==> src/rtl/refsched_pkg.sv <==
package refsched_pkg;
    typedef enum logic [1:0] {
        ST_RUN     = 2'd0,
        ST_REFWIN  = 2'd1,
        ST_SELFREF = 2'd2,
        ST_WAKE    = 2'd3
    } rs_state_t;

    function automatic int max2(input int a, input int b);
        return (a > b) ? a : b;
    endfunction
endpackage

==> src/rtl/refsched_interval_timer.sv <==
module refsched_interval_timer #(
    parameter int TICK_CYCLES = 2080
) (
    input  logic clk,
    input  logic rst_n,
    input  logic run,
    output logic tick
);
    localparam int CW = (TICK_CYCLES > 2) ? $clog2(TICK_CYCLES) : 1;
    localparam logic [CW-1:0] LAST = CW'(TICK_CYCLES - 1);

    logic [CW-1:0] cnt_q;

    always_ff @(posedge clk) begin
        if (!rst_n || !run) begin
            cnt_q <= '0;
        end else if (cnt_q == LAST) begin
            cnt_q <= '0;
        end else begin
            cnt_q <= cnt_q + CW'(1);
        end
    end

    assign tick = run && (cnt_q == LAST);

    // ticks are separated by the interval, never back to back
    a_r2_tick_spacing: assert property (@(posedge clk) disable iff (!rst_n)
        tick |=> !tick);
endmodule

==> src/rtl/refsched_debt.sv <==
module refsched_debt #(
    parameter int MAX_DEBT = 8
) (
    input  logic clk,
    input  logic rst_n,
    input  logic inc,
    input  logic dec,
    input  logic clr,
    output logic [$clog2(MAX_DEBT+1)-1:0] level,
    output logic full
);
    localparam int DW = $clog2(MAX_DEBT + 1);
    localparam logic [DW-1:0] CAP = DW'(MAX_DEBT);

    logic [DW-1:0] q;

    always_ff @(posedge clk) begin
        if (!rst_n || clr) begin
            q <= '0;
        end else begin
            unique case ({inc, dec})
                2'b10:   if (q != CAP) q <= q + DW'(1);
                2'b01:   if (q != '0)  q <= q - DW'(1);
                default: q <= q;
            endcase
        end
    end

    assign level = q;
    assign full  = (q == CAP);

    // debt is capped
    a_r5_debt_cap: assert property (@(posedge clk) disable iff (!rst_n)
        q <= CAP);
    // a lone payment lowers the debt by one
    a_r6_pay_one: assert property (@(posedge clk) disable iff (!rst_n)
        (dec && !inc && !clr && q != '0) |=> (q == $past(q) - DW'(1)));
    // tick and payment together cancel
    a_r6_cancel: assert property (@(posedge clk) disable iff (!rst_n)
        (dec && inc && !clr) |=> $stable(q));
endmodule

==> src/rtl/refsched_window.sv <==
module refsched_window #(
    parameter int WIDTH = 8
) (
    input  logic             clk,
    input  logic             rst_n,
    input  logic             clr,
    input  logic             en,
    output logic [WIDTH-1:0] count
);
    always_ff @(posedge clk) begin
        if (!rst_n || clr) begin
            count <= '0;
        end else if (en) begin
            count <= count + WIDTH'(1);
        end
    end
endmodule

==> src/rtl/dram_refresh_sched.sv <==
module dram_refresh_sched
    import refsched_pkg::*;
#(
    parameter int TICK_CYCLES = 2080,
    parameter int MAX_DEBT    = 8,
    parameter int RFC_CYCLES  = 10,
    parameter int XS_NONREAD  = 10,
    parameter int XS_READ     = 200
) (
    input  logic clk,
    input  logic rst_n,
    input  logic seq_idle,
    input  logic ref_grant,
    input  logic sr_enter,
    input  logic sr_exit,
    output logic ref_req,
    output logic ref_urgent,
    output logic ref_busy,
    output logic cke,
    output logic ready_nonread,
    output logic ready_read,
    output logic [$clog2(MAX_DEBT+1)-1:0] owed
);
    localparam int WW = $clog2(max2(RFC_CYCLES, XS_READ) + 1);
    localparam logic [WW-1:0] RFC_LAST  = WW'(RFC_CYCLES - 1);
    localparam logic [WW-1:0] WAKE_LAST = WW'(XS_READ - 1);
    localparam logic [WW-1:0] NR_OK     = WW'(XS_NONREAD);

    rs_state_t state_q, state_d;
    logic          tick, full, take_ref, take_enter, win_clr, win_en;
    logic [WW-1:0] win_cnt;

    refsched_interval_timer #(.TICK_CYCLES(TICK_CYCLES)) u_timer (
        .clk   (clk),
        .rst_n (rst_n),
        .run   (state_q != ST_SELFREF),
        .tick  (tick)
    );

    refsched_debt #(.MAX_DEBT(MAX_DEBT)) u_debt (
        .clk   (clk),
        .rst_n (rst_n),
        .inc   (tick),
        .dec   (take_ref),
        .clr   ((state_q == ST_SELFREF) || take_enter),
        .level (owed),
        .full  (full)
    );

    refsched_window #(.WIDTH(WW)) u_window (
        .clk   (clk),
        .rst_n (rst_n),
        .clr   (win_clr),
        .en    (win_en),
        .count (win_cnt)
    );

    assign take_ref   = (state_q == ST_RUN) && ref_req && ref_grant;
    assign take_enter = (state_q == ST_RUN) && !take_ref && sr_enter;
    assign win_clr    = (state_d != state_q);
    assign win_en     = (state_q == ST_REFWIN) || (state_q == ST_WAKE);

    always_comb begin
        state_d = state_q;
        unique case (state_q)
            ST_RUN: begin
                if (take_ref)        state_d = ST_REFWIN;
                else if (take_enter) state_d = ST_SELFREF;
            end
            ST_REFWIN:  if (win_cnt == RFC_LAST)  state_d = ST_RUN;
            ST_SELFREF: if (sr_exit)              state_d = ST_WAKE;
            ST_WAKE:    if (win_cnt == WAKE_LAST) state_d = ST_RUN;
            default:    state_d = ST_RUN;
        endcase
    end

    always_ff @(posedge clk) begin
        if (!rst_n) state_q <= ST_RUN;
        else        state_q <= state_d;
    end

    always_comb begin
        ref_req       = 1'b0;
        ref_urgent    = 1'b0;
        ref_busy      = 1'b0;
        cke           = 1'b1;
        ready_nonread = 1'b0;
        ready_read    = 1'b0;
        unique case (state_q)
            ST_RUN: begin
                ref_req       = (owed != '0) && (seq_idle || full);
                ref_urgent    = full;
                ready_nonread = !full;
                ready_read    = !full;
            end
            ST_REFWIN: begin
                ref_busy   = 1'b1;
                ref_urgent = full;
            end
            ST_SELFREF: cke = 1'b0;
            ST_WAKE:    ready_nonread = (win_cnt >= NR_OK);
            default: ;
        endcase
    end

    // urgency holds host traffic off
    a_r4_urgent_blocks: assert property (@(posedge clk) disable iff (!rst_n)
        ref_urgent |-> (!ready_nonread && !ready_read));
    // a granted request opens the busy window
    a_r6_grant_busy: assert property (@(posedge clk) disable iff (!rst_n)
        (ref_req && ref_grant) |=> ref_busy);
    // no request while the window is open
    a_r6_quiet_window: assert property (@(posedge clk) disable iff (!rst_n)
        ref_busy |-> !ref_req);
    // leftover debt is requested as soon as the window closes
    a_r7_burst_drain: assert property (@(posedge clk) disable iff (!rst_n)
        ($fell(ref_busy) && owed != '0 && seq_idle) |-> ref_req);
    // nothing is requested or admitted while the clock is gated
    a_r8_gated_quiet: assert property (@(posedge clk) disable iff (!rst_n)
        !cke |-> (!ref_req && !ready_nonread && !ready_read && owed == '0));
    // read readiness never precedes non-read readiness
    a_r9_read_after_nonread: assert property (@(posedge clk) disable iff (!rst_n)
        ready_read |-> ready_nonread);
    // debt is clear at the exit edge
    a_r10_exit_clean: assert property (@(posedge clk) disable iff (!rst_n)
        $rose(cke) |-> (owed == '0));
endmodule

==> config.mk <==
export PLATFORM = sky130hd
export DESIGN_NAME = dram_refresh_sched
export DESIGN_NICKNAME = d
export VERILOG_FILES = /design/src/rtl/refsched_pkg.sv /design/src/rtl/refsched_interval_timer.sv /design/src/rtl/refsched_debt.sv /design/src/rtl/refsched_window.sv /design/src/rtl/dram_refresh_sched.sv
export SDC_FILE = /design/constraint.sdc
export NUM_CORES = 1
export LEC_CHECK = 0
export BUFFER_PORTS_ARGS = -buffer_cell sky130_fd_sc_hd__buf_2
export CAP_MARGIN = 10
export CORE_MARGIN = 2
export CORE_UTILIZATION = 50
export DETAILED_ROUTE_END_ITERATION = 12
export PLACE_DENSITY_LB_ADDON = 0.15
export REMOVE_ABC_BUFFERS = 1
export SYNTH_ARGS = -nofsm -noshare
export SYNTH_HDL_FRONTEND = slang
export SYNTH_HIERARCHICAL = 1
export SYNTH_SLANG_ARGS = --single-unit
==> constraint.sdc <==
create_clock -name clk -period 3.7 [get_ports clk]
set_input_delay 0 -clock clk [delete_from_list [all_inputs] [get_ports clk]]
set_output_delay 0 -clock clk [all_outputs]
set_load 0.05 [all_outputs]
Yosys cells after proc, flatten, opt, wreduce, memory -nomap -nowiden
Cells that the tools add are included.
Word-level totals
  flip-flop bits (word level): 26
  input port bits: 6
  output and inout port bits: 10
  logic and storage cells: 60
Cells by class
  add/sub/neg operators: 4
  order comparisons: 1
  eq/ne operators: 14
  mux-type cells: 15
  reductions and logical operators: 22
Operators with widths (number)
  $add A12 B1 Y12 const B: 1
  $eq A12 B12 Y1 const B: 1
  $mux W2: 5
  $add A8 B1 Y8 const B: 1
  $eq A8 B4 Y1 const B: 1
  $eq A8 B8 Y1 const B: 1
  $ge A8 B4 Y1 const B: 1
  $mux W4: 2
  $pmux W2 S4: 1
  $pmux W4 S2: 1
  $eq A2 B2 Y1 const B: 3
  $logic_and A1 B1 Y1: 6
  $logic_or A1 B1 Y1: 6
  $mux W1: 5
  $add A4 B1 Y4 const B: 1
  $eq A2 B1 Y1 const B: 2
  $eq A4 B4 Y1 const B: 1
  $logic_not A1 Y1: 4
  $ne A2 B2 Y1 const B: 2
  $ne A4 B4 Y1 const B: 1
  $reduce_bool A4 Y1: 1
  $reduce_or A2 Y1: 2
  $sub A4 B1 Y4 const B: 1
  $reduce_and A3 Y1: 1
  other kinds (5): 5

Longest topological paths before layout
Gate-level depths: netlist (run 1).
  word-level depth: 14
  gate-level depth with buffers: 12
  mapped depth without buffers: 11

Cells and area by module
Netlist (run 1), hierarchy kept.
By module, submodules not included
  refsched_interval_timer: times used 1, cells each 59, area each 558.0 µm², sequential area each 240.2 µm²
  dram_refresh_sched: times used 1, cells each 51, area each 379.1 µm², sequential area each 40.0 µm²
  refsched_window: times used 1, cells each 38, area each 345.3 µm², sequential area each 160.2 µm²
  refsched_debt: times used 1, cells each 32, area each 287.8 µm², sequential area each 80.1 µm²

Worst setup path before layout (run 1)
No wires, ideal clock.
  path kind: flip-flop to flip-flop
  start point: register u_debt.q[1] (netlist: u_debt/level[1])
  end point: register u_debt.q[2] (netlist: u_debt/level[2])
  library setup time: 70 ps
  data arrival time: 2903 ps
  required time: 3630 ps
  setup slack: 727 ps
  stages on the path, launching flop included: 11
  path buffers: 0
  period minus slack after synthesis: 2973 ps
  cell sequence: dfxtp_1 > or2_1 > nor3b_1 > o211ai_1 > nor2_2 > or2b_1 > xnor2_1 > ha_1 > and3b_1 > or3_1 > a21oi_1
On the way
  longest elaborated chain between the ends: 11
  elaborated cells between the ends (all ways): 24
  classes of those cells: add/sub: 2; eq/ne: 6; mux: 4; reduce/logical: 12
RTL lines
  from (decl): RTL line refsched_debt.sv:15  | logic [DW-1:0] q;
  from (signal assigned): RTL line refsched_debt.sv:22  | 2'b10: if (q != CAP) q <= q + DW'(1);
  from (signal assigned): RTL line refsched_debt.sv:23  | 2'b01: if (q != '0) q <= q - DW'(1);
  from (signal assigned): RTL line refsched_debt.sv:24  | default: q <= q;
  $eq A4 B4 Y1 (*): RTL line refsched_debt.sv:30  | assign full = (q == CAP);
  via full: RTL line dram_refresh_sched.sv:30  | logic tick, full, take_ref, take_enter, win_clr, win_en;
  $logic_or A1 B1 Y1 (*): RTL line dram_refresh_sched.sv:91  | ref_req = (owed != '0) && (seq_idle || full);
  $logic_and A1 B1 Y1 (*): RTL line dram_refresh_sched.sv:91
  $mux W1 (*): RTL line dram_refresh_sched.sv:89  | unique case (state_q)
  $logic_and A1 B1 Y1 (*) (2 in a row): RTL line dram_refresh_sched.sv:58  | assign take_ref = (state_q == ST_RUN) && ref_req && ref_grant;
  via take_ref: RTL line dram_refresh_sched.sv:30
  parallel branches: the longest is 5 deep, another holds $reduce_and A3 Y1
Mark *: on every way through the listed nets, which the timed path passes. The select of a mux whose other input is x is not followed.
A chain may end at the register's enable or synchronous reset.

Worst setup path in the final report (run 1)
Ends and elaborated chain as after synthesis.

==> results of run 1 <==
-- cells in the final DEF (no fill, tap or decap), types with 3 or more instances in the layout --
cell	synthesis	final
sky130_fd_sc_hd__a211oi_1	3	3
sky130_fd_sc_hd__a21oi_1	17	17
sky130_fd_sc_hd__buf_2	0	15
sky130_fd_sc_hd__clkbuf_4	0	3
sky130_fd_sc_hd__dfxtp_1	26	26
sky130_fd_sc_hd__ha_1	8	8
sky130_fd_sc_hd__inv_1	8	8
sky130_fd_sc_hd__nand2_1	12	12
sky130_fd_sc_hd__nand3_1	7	7
sky130_fd_sc_hd__nand4_1	5	5
sky130_fd_sc_hd__nor2_1	16	16
sky130_fd_sc_hd__o21a_1	3	3
sky130_fd_sc_hd__o21ai_0	11	11
sky130_fd_sc_hd__o31ai_1	4	4
sky130_fd_sc_hd__or3_1	7	7
sky130_fd_sc_hd__or4_1	3	3
sky130_fd_sc_hd__xnor2_1	4	4
sky130_fd_sc_hd__xor2_1	7	7
-- sequential cells by signal, indices dropped and copies added, names as in the netlist --
name and cells:
u_window/count 8, state_q 2, u_timer/cnt_q 12, u_debt/level 4
-- layer usage --
metal  vias up  GRT usage  share of wire
met5         -          0              0
met4         0     0.0476         0.0057
met3         2     0.0260          0.033
met2        22      0.283           0.48
met1       632      0.255           0.48
li1        704          -              -
-- per-stage QoR --
stage,power [mW],setup slack (ns)
floorplan,0.359,0.447
global placement,0.378,0.809
detailed placement,0.379,0.753
CTS,0.522,0.702
global route,0.543,0.447
finish,0.515,0.683
-- final timing paths --
path	slack, ns	from	cells past startpoint	end
max reg2reg	0.68	u_debt/level[1]$_SDFFE_PP0P_	10	u_debt/level[2]$_SDFFE_PP0P_
min reg2reg	0.46	u_timer/cnt_q[0]$_SDFF_PP0_	1	u_timer/cnt_q[0]$_SDFF_PP0_
max	0.68	u_debt/level[1]$_SDFFE_PP0P_	10	u_debt/level[2]$_SDFFE_PP0P_
min	0.15	sr_exit	4	state_q[0]$_SDFF_PN0_
-- what timing repair did --
| action | CTS | global route |
|---|---|---|
| gates resized for setup | 0 | 0 |
| endpoints found under the hold margin | 2 | 0 |
| hold buffers | 1 | 0 |
-- cells in the mapped netlist (all sizes together) (2+ instances only) --
cell type / number
nand4: 7
o311ai: 3
xor2: 7
o21ai: 11
a21oi: 17
nor3: 2
or4: 4
nor4: 3
o31ai: 4
a211oi: 3
o21a: 3
buf: 3
ha: 8
inv: 8
or2: 2
nand2b: 2
mux2i: 2
nand3: 7
nor2: 17
and3b: 2
xnor2: 4
dfxtp: 26
nand2: 12
or3: 8
-- area by class of cell --
class	instances	share of cell area
multi-input combinational	142	0.573
sequential	26	0.303
timing repair buffer	17	0.0538
tap	44	0.0320
clock buffer	4	0.0211
inverter	8	0.0175
-- power groups by stage --
stage               clock network (mW)  registers [mW]  logic (mW)
finish                           0.141           0.289      0.0843
global route                     0.159           0.290      0.0939
CTS                              0.148           0.290      0.0848
detailed placement                   0           0.296      0.0838
global placement                     0           0.296      0.0820
floorplan                            0           0.295      0.0640
-- logic make-up (layout without fill, tap and decap cells) --
group / Yosys count / count (layout) / synth area share
and+or+nand+nor: 73 / 73 / 0.284
AOI/OAI and AO/OA: 48 / 48 / 0.206
DFF: 26 / 26 / 0.331
buffers and inverters: 12 / 29 / 0.0406
xor gates and xnor gates: 11 / 11 / 0.0614
adders and majority gates: 8 / 8 / 0.0637
muxes: 2 / 2 / 0.0127
-- worst register-to-register path: cells and delay by family, from the launching register on --
family                     cells  cell delay [ns]
AOI/OAI and AO/OA              2             0.36
xor gates and xnor gates       1             0.13
adders and majority gates      1             0.21
DFF                            1             0.43
and+or+nand+nor                6             1.84
==> results.md, run 1 <==
Setup path:
- The endpoint class of the critical path is a register.
- In this design, the stage delay of the slowest critical-path cell is 0.43 ns.
- Data on the critical path is required at its endpoint by about 4 ns.
- The critical path goes through or2_1 > nor3b_1 > o211ai_1 > nor2_2 > or2b_1 > xnor2_1 > ha_1 > and3b_1 > or3_1 > a21oi_1.
- The kind of cell adding the most delay to the critical path is simple AND/OR/NAND/NOR gates.
- The critical path in this run is classified as register to register.
- The maximum fanout along the worst path is 11.
- The startpoint type of the worst setup path is a register.
- The data arrival time of the worst path is between 3 and 4 ns.
- The number of buffers and inverters on the critical path is 0.
- The largest individual stage delay along the critical path comes from the cell sky130_fd_sc_hd__dfxtp_1.

Synthesis:
- For this run, the leading register cell type out of synthesis is sky130_fd_sc_hd__dfxtp_1.
- After synthesis, the cell types taking the most area are sky130_fd_sc_hd__dfxtp_1, sky130_fd_sc_hd__ha_1, sky130_fd_sc_hd__a21oi_1, sky130_fd_sc_hd__xor2_1, sky130_fd_sc_hd__nor2_1.
- In this run, synthesis inferred 0 flip-flops with an integrated enable.
- A synthesized cell averages 8.72 um^2.
- The distinct cell type count after synthesis is 48.
- The Yosys step of the flow raised 6 warnings.
- Of all flip-flops after synthesis, the portion carrying an async set or reset was 0.
- The proportion of netlist area held by the largest area contributor is 0.331.
- The number of standard cells after synthesis is 180.
- Of all cell types, the one taking the most synthesized area is sky130_fd_sc_hd__dfxtp_1.
- In this run the cell area of the synthesized design comes to roughly 1600 um^2.
- The synthesized design contains 26 register bits.
- The share of synthesized area occupied by flip-flops and latches is 0.331.

GRT:
- The total overflow left after global routing is 0.
- Entering global routing, the biggest net connects 15 pins.
- The first global-routing pass estimated 5.06 mm of wire.
- The initial antenna violation count came to 0.
- The via count of the first global-routing pass is 1193.
- In the global route stage, overall resource usage came out at 0.179.

Placement:
- Summed over all nets, the half-perimeter wirelength after detailed placement is ~2.3 mm.
- The area after detailed placement is 1670 um^2.
- The number of buffers inserted by port buffering is 15.
- The post-placement cell count is 236.
- Routability-driven placement finished with a final weighted congestion of between 0.8 and 0.9.

CTS:
- The clock latency on the worst-skew pair is just over 0.3 ns.
- The tree built by TritonCTS fans out to 26 sinks.
- In this run the deepest clock path goes through 2 buffers.
- The tree is rooted in a sky130_fd_sc_hd__clkbuf_4.
- The depth of the CTS H-tree is 1.
- TritonCTS built the clock tree.
- In this run, CTS created clock tree buffers numbering 3.
- The clock-pin transition on the worst setup and hold timing paths is 0.14 ns.
- The number of setup buffers added after CTS is 0.

Cells and area:
- For this run, the post-layout net count is 212.
- The storage element area is 520 um^2.
- From synthesis to final layout, the design area changed by 9.56%.
- In the final layout, the multi-input gates occupy 986 um^2.
- In the final layout, the share of cells above drive strength 1 is 0.157.
- The layout has 300 filler cells.
- The post-route standard cell area excluding fillers is between 1500 and 2000 um^2.
- The finished layout holds 241 standard cells, fillers aside.
- The antenna diode count is 0.
- For this run, the share of the core covered by cells in the final layout is 0.568.

Pwr:
- The share of total power dissipated in combinational logic is 0.164.
- The highest ir drop seen on vdd is roughly 0.21 mV.
- Summed over all nets, the switching power comes to 0.142 mW.
- The sequential group share of total power is 0.562.
- The analysis attributes to cell leakage a power of ~0.66 nW.
- The power density over the cells is 299 nW/um^2.
- The portion of total power attributed to the clock network is 0.275.
- Of the total power, the share spent switching nets is 0.276.
- The design internal power is 0.373 mW.

Timing:
- The final-report max-slew violation count is 0.
- The hold violation total from the final report was 0.
- The final period demand of the worst path is about 3.0 ns.
- Setup repair after global routing left no endpoint under its margin.
- The period utilization is 0.815.
- The maximum clock frequency is approximately 330 MHz.
- The transition time of the tightest slew-check pin is around 0.56 ns.
- The clock arrives with 0.00263 ns of skew.
- Across all hold checks on the routed design, the worst slack comes to ~0.15 ns.
- The remaining max-slew budget at the tightest pin is 0.623.
- The setup-violating endpoint count in the final report is 0.
- In the final timing run, aggregate negative setup slack is 0 ns.

Die:
- The die covers between 3000 and 4000 um^2.
- Row generation in the floorplan step produced 20 rows.
- For this configuration, the core starts out at a cell density of 0.519.
- The I/O pin total is 16.
- The floorplan step defined a core boundary enclosing just over 3000 um^2.
- From left edge to right edge, the die measures 60.0 um.
- From bottom edge to top edge, the die measures 60.0 um.

Drt:
- The count of antenna-violating nets left after detailed routing is 0.
- For this run, the detailed router's first-pass iteration total came to 4.
- The overall routed net length is 2.98 mm.
- In the final routed layout, each cell accounts on average for 12.4 um.
- The initial detailed-routing violation count is 86.
- The remaining design rule violation count is 0.
- The detailed router placed 1360 vias in this run.
- Dividing the detail-routed via count by the number of cells gives 5.64.

Status:
- The run finished with clean final reports.

Hold path:
- In this run the worst hold path is classified as primary input to register.

Job:
- Max-cap violations in this run came to 0.
(Power assumes the default switching activity.)
==> run 2, diff against run 1 <==
==> constraint.sdc (replaced) <==
create_clock -name clk -period 2.5 [get_ports clk]
set_input_delay 0 -clock clk [delete_from_list [all_inputs] [get_ports clk]]
set_output_delay 0 -clock clk [all_outputs]
set_load 0.05 [all_outputs]
==> results.md, run 2 (synthesis gave the netlist of run 1 again) <==
Placement:
- Buffers placed on the I/O ports in this run total 15.
- Routability-driven placement finished with a final weighted congestion of 0.833.
- The final HPWL from detailed placement is 2.49 mm.
- The area after detailed placement is approximately 1700 um^2.

GRT:
- The via count of the first global-routing pass is about 1300.
- Across every metal layer, demand over resource in global routing totals 0.205.
- Entering global routing, the biggest net connects 15 pins.
- The initial antenna violation count is 0.
- The first global-routing pass estimated ~5.7 mm of wire.
- The final global-route overflow total is 0.

Cells and area:
- The number of filler instances in the final layout is 278.
- The area growth from synthesis to layout is 16.3%.
- The library cells used most frequently in the layout, excluding fill and tap cells, are sky130_fd_sc_hd__dfxtp_1, sky130_fd_sc_hd__a21oi_1, sky130_fd_sc_hd__nor2_1.
- After the last flow step, the layout net total stands at 222.
- The commonest non-fill, non-tap cell in the layout is sky130_fd_sc_hd__dfxtp_1.
- The post-route standard cell area excluding fillers is 1830 um^2.
- The register name with the most flops is u_timer/cnt_q.
- 0 antenna diodes ended up in the layout.
- The flip-flop count of the largest register, all copies and words added is 12.
- In the final layout, the share of cells above drive strength 1 is 0.227.
- The share of the core filled with cells is 0.603.

Timing:
- Dividing the final minimum period by the clock period gives 0.945.
- The final-report max-slew violation count is 0.
- The setup-violating endpoint count in the final report is 0.
- The worst path in the final design needs a cycle of 2.36 ns, including I/O delays and setup.
- Summed over all failing endpoints, the final setup total negative slack is 0 ns.
- The worst clock skew is 0.00277 ns.
- The final hold slack is approximately 0.16 ns.
- Setup repair after global routing left no endpoint under its margin.
- For this run, the top clock speed supported by timing is around 420 MHz.
- The transition time of the tightest slew-check pin is 0.543 ns.
- The hold violation total from the final report was 0.
- The worst pin sits at a relative slew slack of 0.637.

Status:
- The flow ran to the end, and the final reports show no timing, DRC or antenna violations.

Drt:
- The remaining design rule violation count is 0.
- In this run the remaining antenna-violating nets after routing total 0.
- The overall routed net length is 3.36 mm.
- The initial detailed-routing violation count is 64.
- After detailed routing, the average wire length per cell comes to 13.4 um.
- The number of iterations in the first detailed-routing pass is 4.
- After detailed routing, the number of vias per cell comes to 5.69.
- The routed layout has 1429 vias.

Die:
- The die is ~60 um wide.
- The I/O pin total is 16.
- The initial core utilization is 0.519.
- The floorplan die area is 3600 um^2.
- The die boundary height is between 60 and 70 um.
- The floorplan has 20 rows.
- After floorplanning, the core was sized to cover about 3000 um^2.

Setup path:
- The data arrival time of the worst path is 2.63 ns.
- Along the worst path, the maximum fanout reaches 4.
- The required time of the worst setup path is approximately 2.8 ns.
- The startpoint-to-endpoint class of the critical path is register to register.
- STA classifies the critical path endpoint as a register.
- The startpoint type of the worst setup path is a register.

CTS:
- In this run the number of H-tree levels came out at 1.
- The clock buffer count from CTS is 3.
- The buffer type at the clock tree root is sky130_fd_sc_hd__clkbuf_4.
- No sink is reached through more buffers than the 2 on the longest clock path.
- Clock-pin slew was measured on the worst setup and hold paths at 0.14 ns.
- Clock latency on the worst-skew pair, taken at its later pin, is approximately 0.32 ns.
- The CTS tree is built.
- The CTS sink count is 26.

Hold path:
- The classification of the worst-slack hold path is primary input to register.

Pwr:
- For this design the static power due to leakage is approximately 0.7 nW.
- The power density over the cells is roughly 430 nW/um^2.
- The overall power of the completed layout is 0.779 mW.
- VDD sags by at most 0.312 mV.

Job:
- The number of maximum-capacitance violations is 0.
==> run 2: area by class of cell <==
class / instances / area (um^2) / area share
clock buffer: 4 / 36.3 / 0.0199
inverter: 8 / 30.0 / 0.0164
multi-input combinational: 142 / 1010 / 0.555
sequential: 26 / 523 / 0.286
tap: 44 / 55.1 / 0.0302
timing repair buffer: 27 / 168 / 0.0918
==> run 2: repair_timing <==
action,in CTS,in global routing
hold buffers,1,0
gates resized for setup,1,7
hold endpoints to repair,2,0
endpoints found under the setup margin,1,9
pin swaps,0,4
cloned,0,0
buffers inserted,0,1
==> run 2: where the power goes <==
group / switching, mW / leakage [nW] / internal, mW / total, mW
combinational: 0.0859 / 0.484 / 0.0484 / 0.134
clock: 0.126 / 0.0210 / 0.0890 / 0.215
sequential: 0.00746 / 0.211 / 0.422 / 0.429
==> run 2: final timing paths <==
| path | start | slack, ns | cells past startpoint | end |
|---|---|---|---|---|
| setup / recovery | u_debt/level[0]$_SDFFE_PP0P_ | 0.14 | 10 | u_debt/level[2]$_SDFFE_PP0P_ |
| hold / removal | sr_exit | 0.16 | 4 | state_q[0]$_SDFF_PN0_ |
| setup reg to reg | u_debt/level[0]$_SDFFE_PP0P_ | 0.14 | 10 | u_debt/level[2]$_SDFFE_PP0P_ |
| hold reg to reg | u_timer/cnt_q[0]$_SDFF_PP0_ | 0.46 | 1 | u_timer/cnt_q[0]$_SDFF_PP0_ |
==> run 2: worst max-delay path, cell delays in order (launching register included) <==
cell and delay, ns:
sky130_fd_sc_hd__dfxtp_2 0.35, sky130_fd_sc_hd__or2_4 0.27, sky130_fd_sc_hd__nor3b_4 0.20, sky130_fd_sc_hd__o211ai_1 0.14
sky130_fd_sc_hd__nor2_2 0.15, sky130_fd_sc_hd__or2b_1 0.26, sky130_fd_sc_hd__xnor2_1 0.13, sky130_fd_sc_hd__ha_1 0.20
sky130_fd_sc_hd__and3b_1 0.18, sky130_fd_sc_hd__or3_1 0.31, sky130_fd_sc_hd__a21oi_1 0.12
==> run 2: per-layer routing <==
| metal | routed length [um] | track usage | part of all wire |
|---|---|---|---|
| met5 | 0 | 0 | 0 |
| met2 | 1580 | 0.317 | 0.47 |
| met4 | 63 | 0.102 | 0.019 |
| met1 | 1640 | 0.275 | 0.49 |
| met3 | 73 | 0.0346 | 0.022 |
==> run 2: through the flow <==
| stage | std cells | setup slack [ns] |
|---|---|---|
| floorplan | 176 | -0.753 |
| global placement | 245 | 0.100 |
| detailed placement | 245 | 0.0455 |
| CTS | 250 | 0.0676 |
| global route | 251 | 0.0157 |
| finish | 251 | 0.137 |
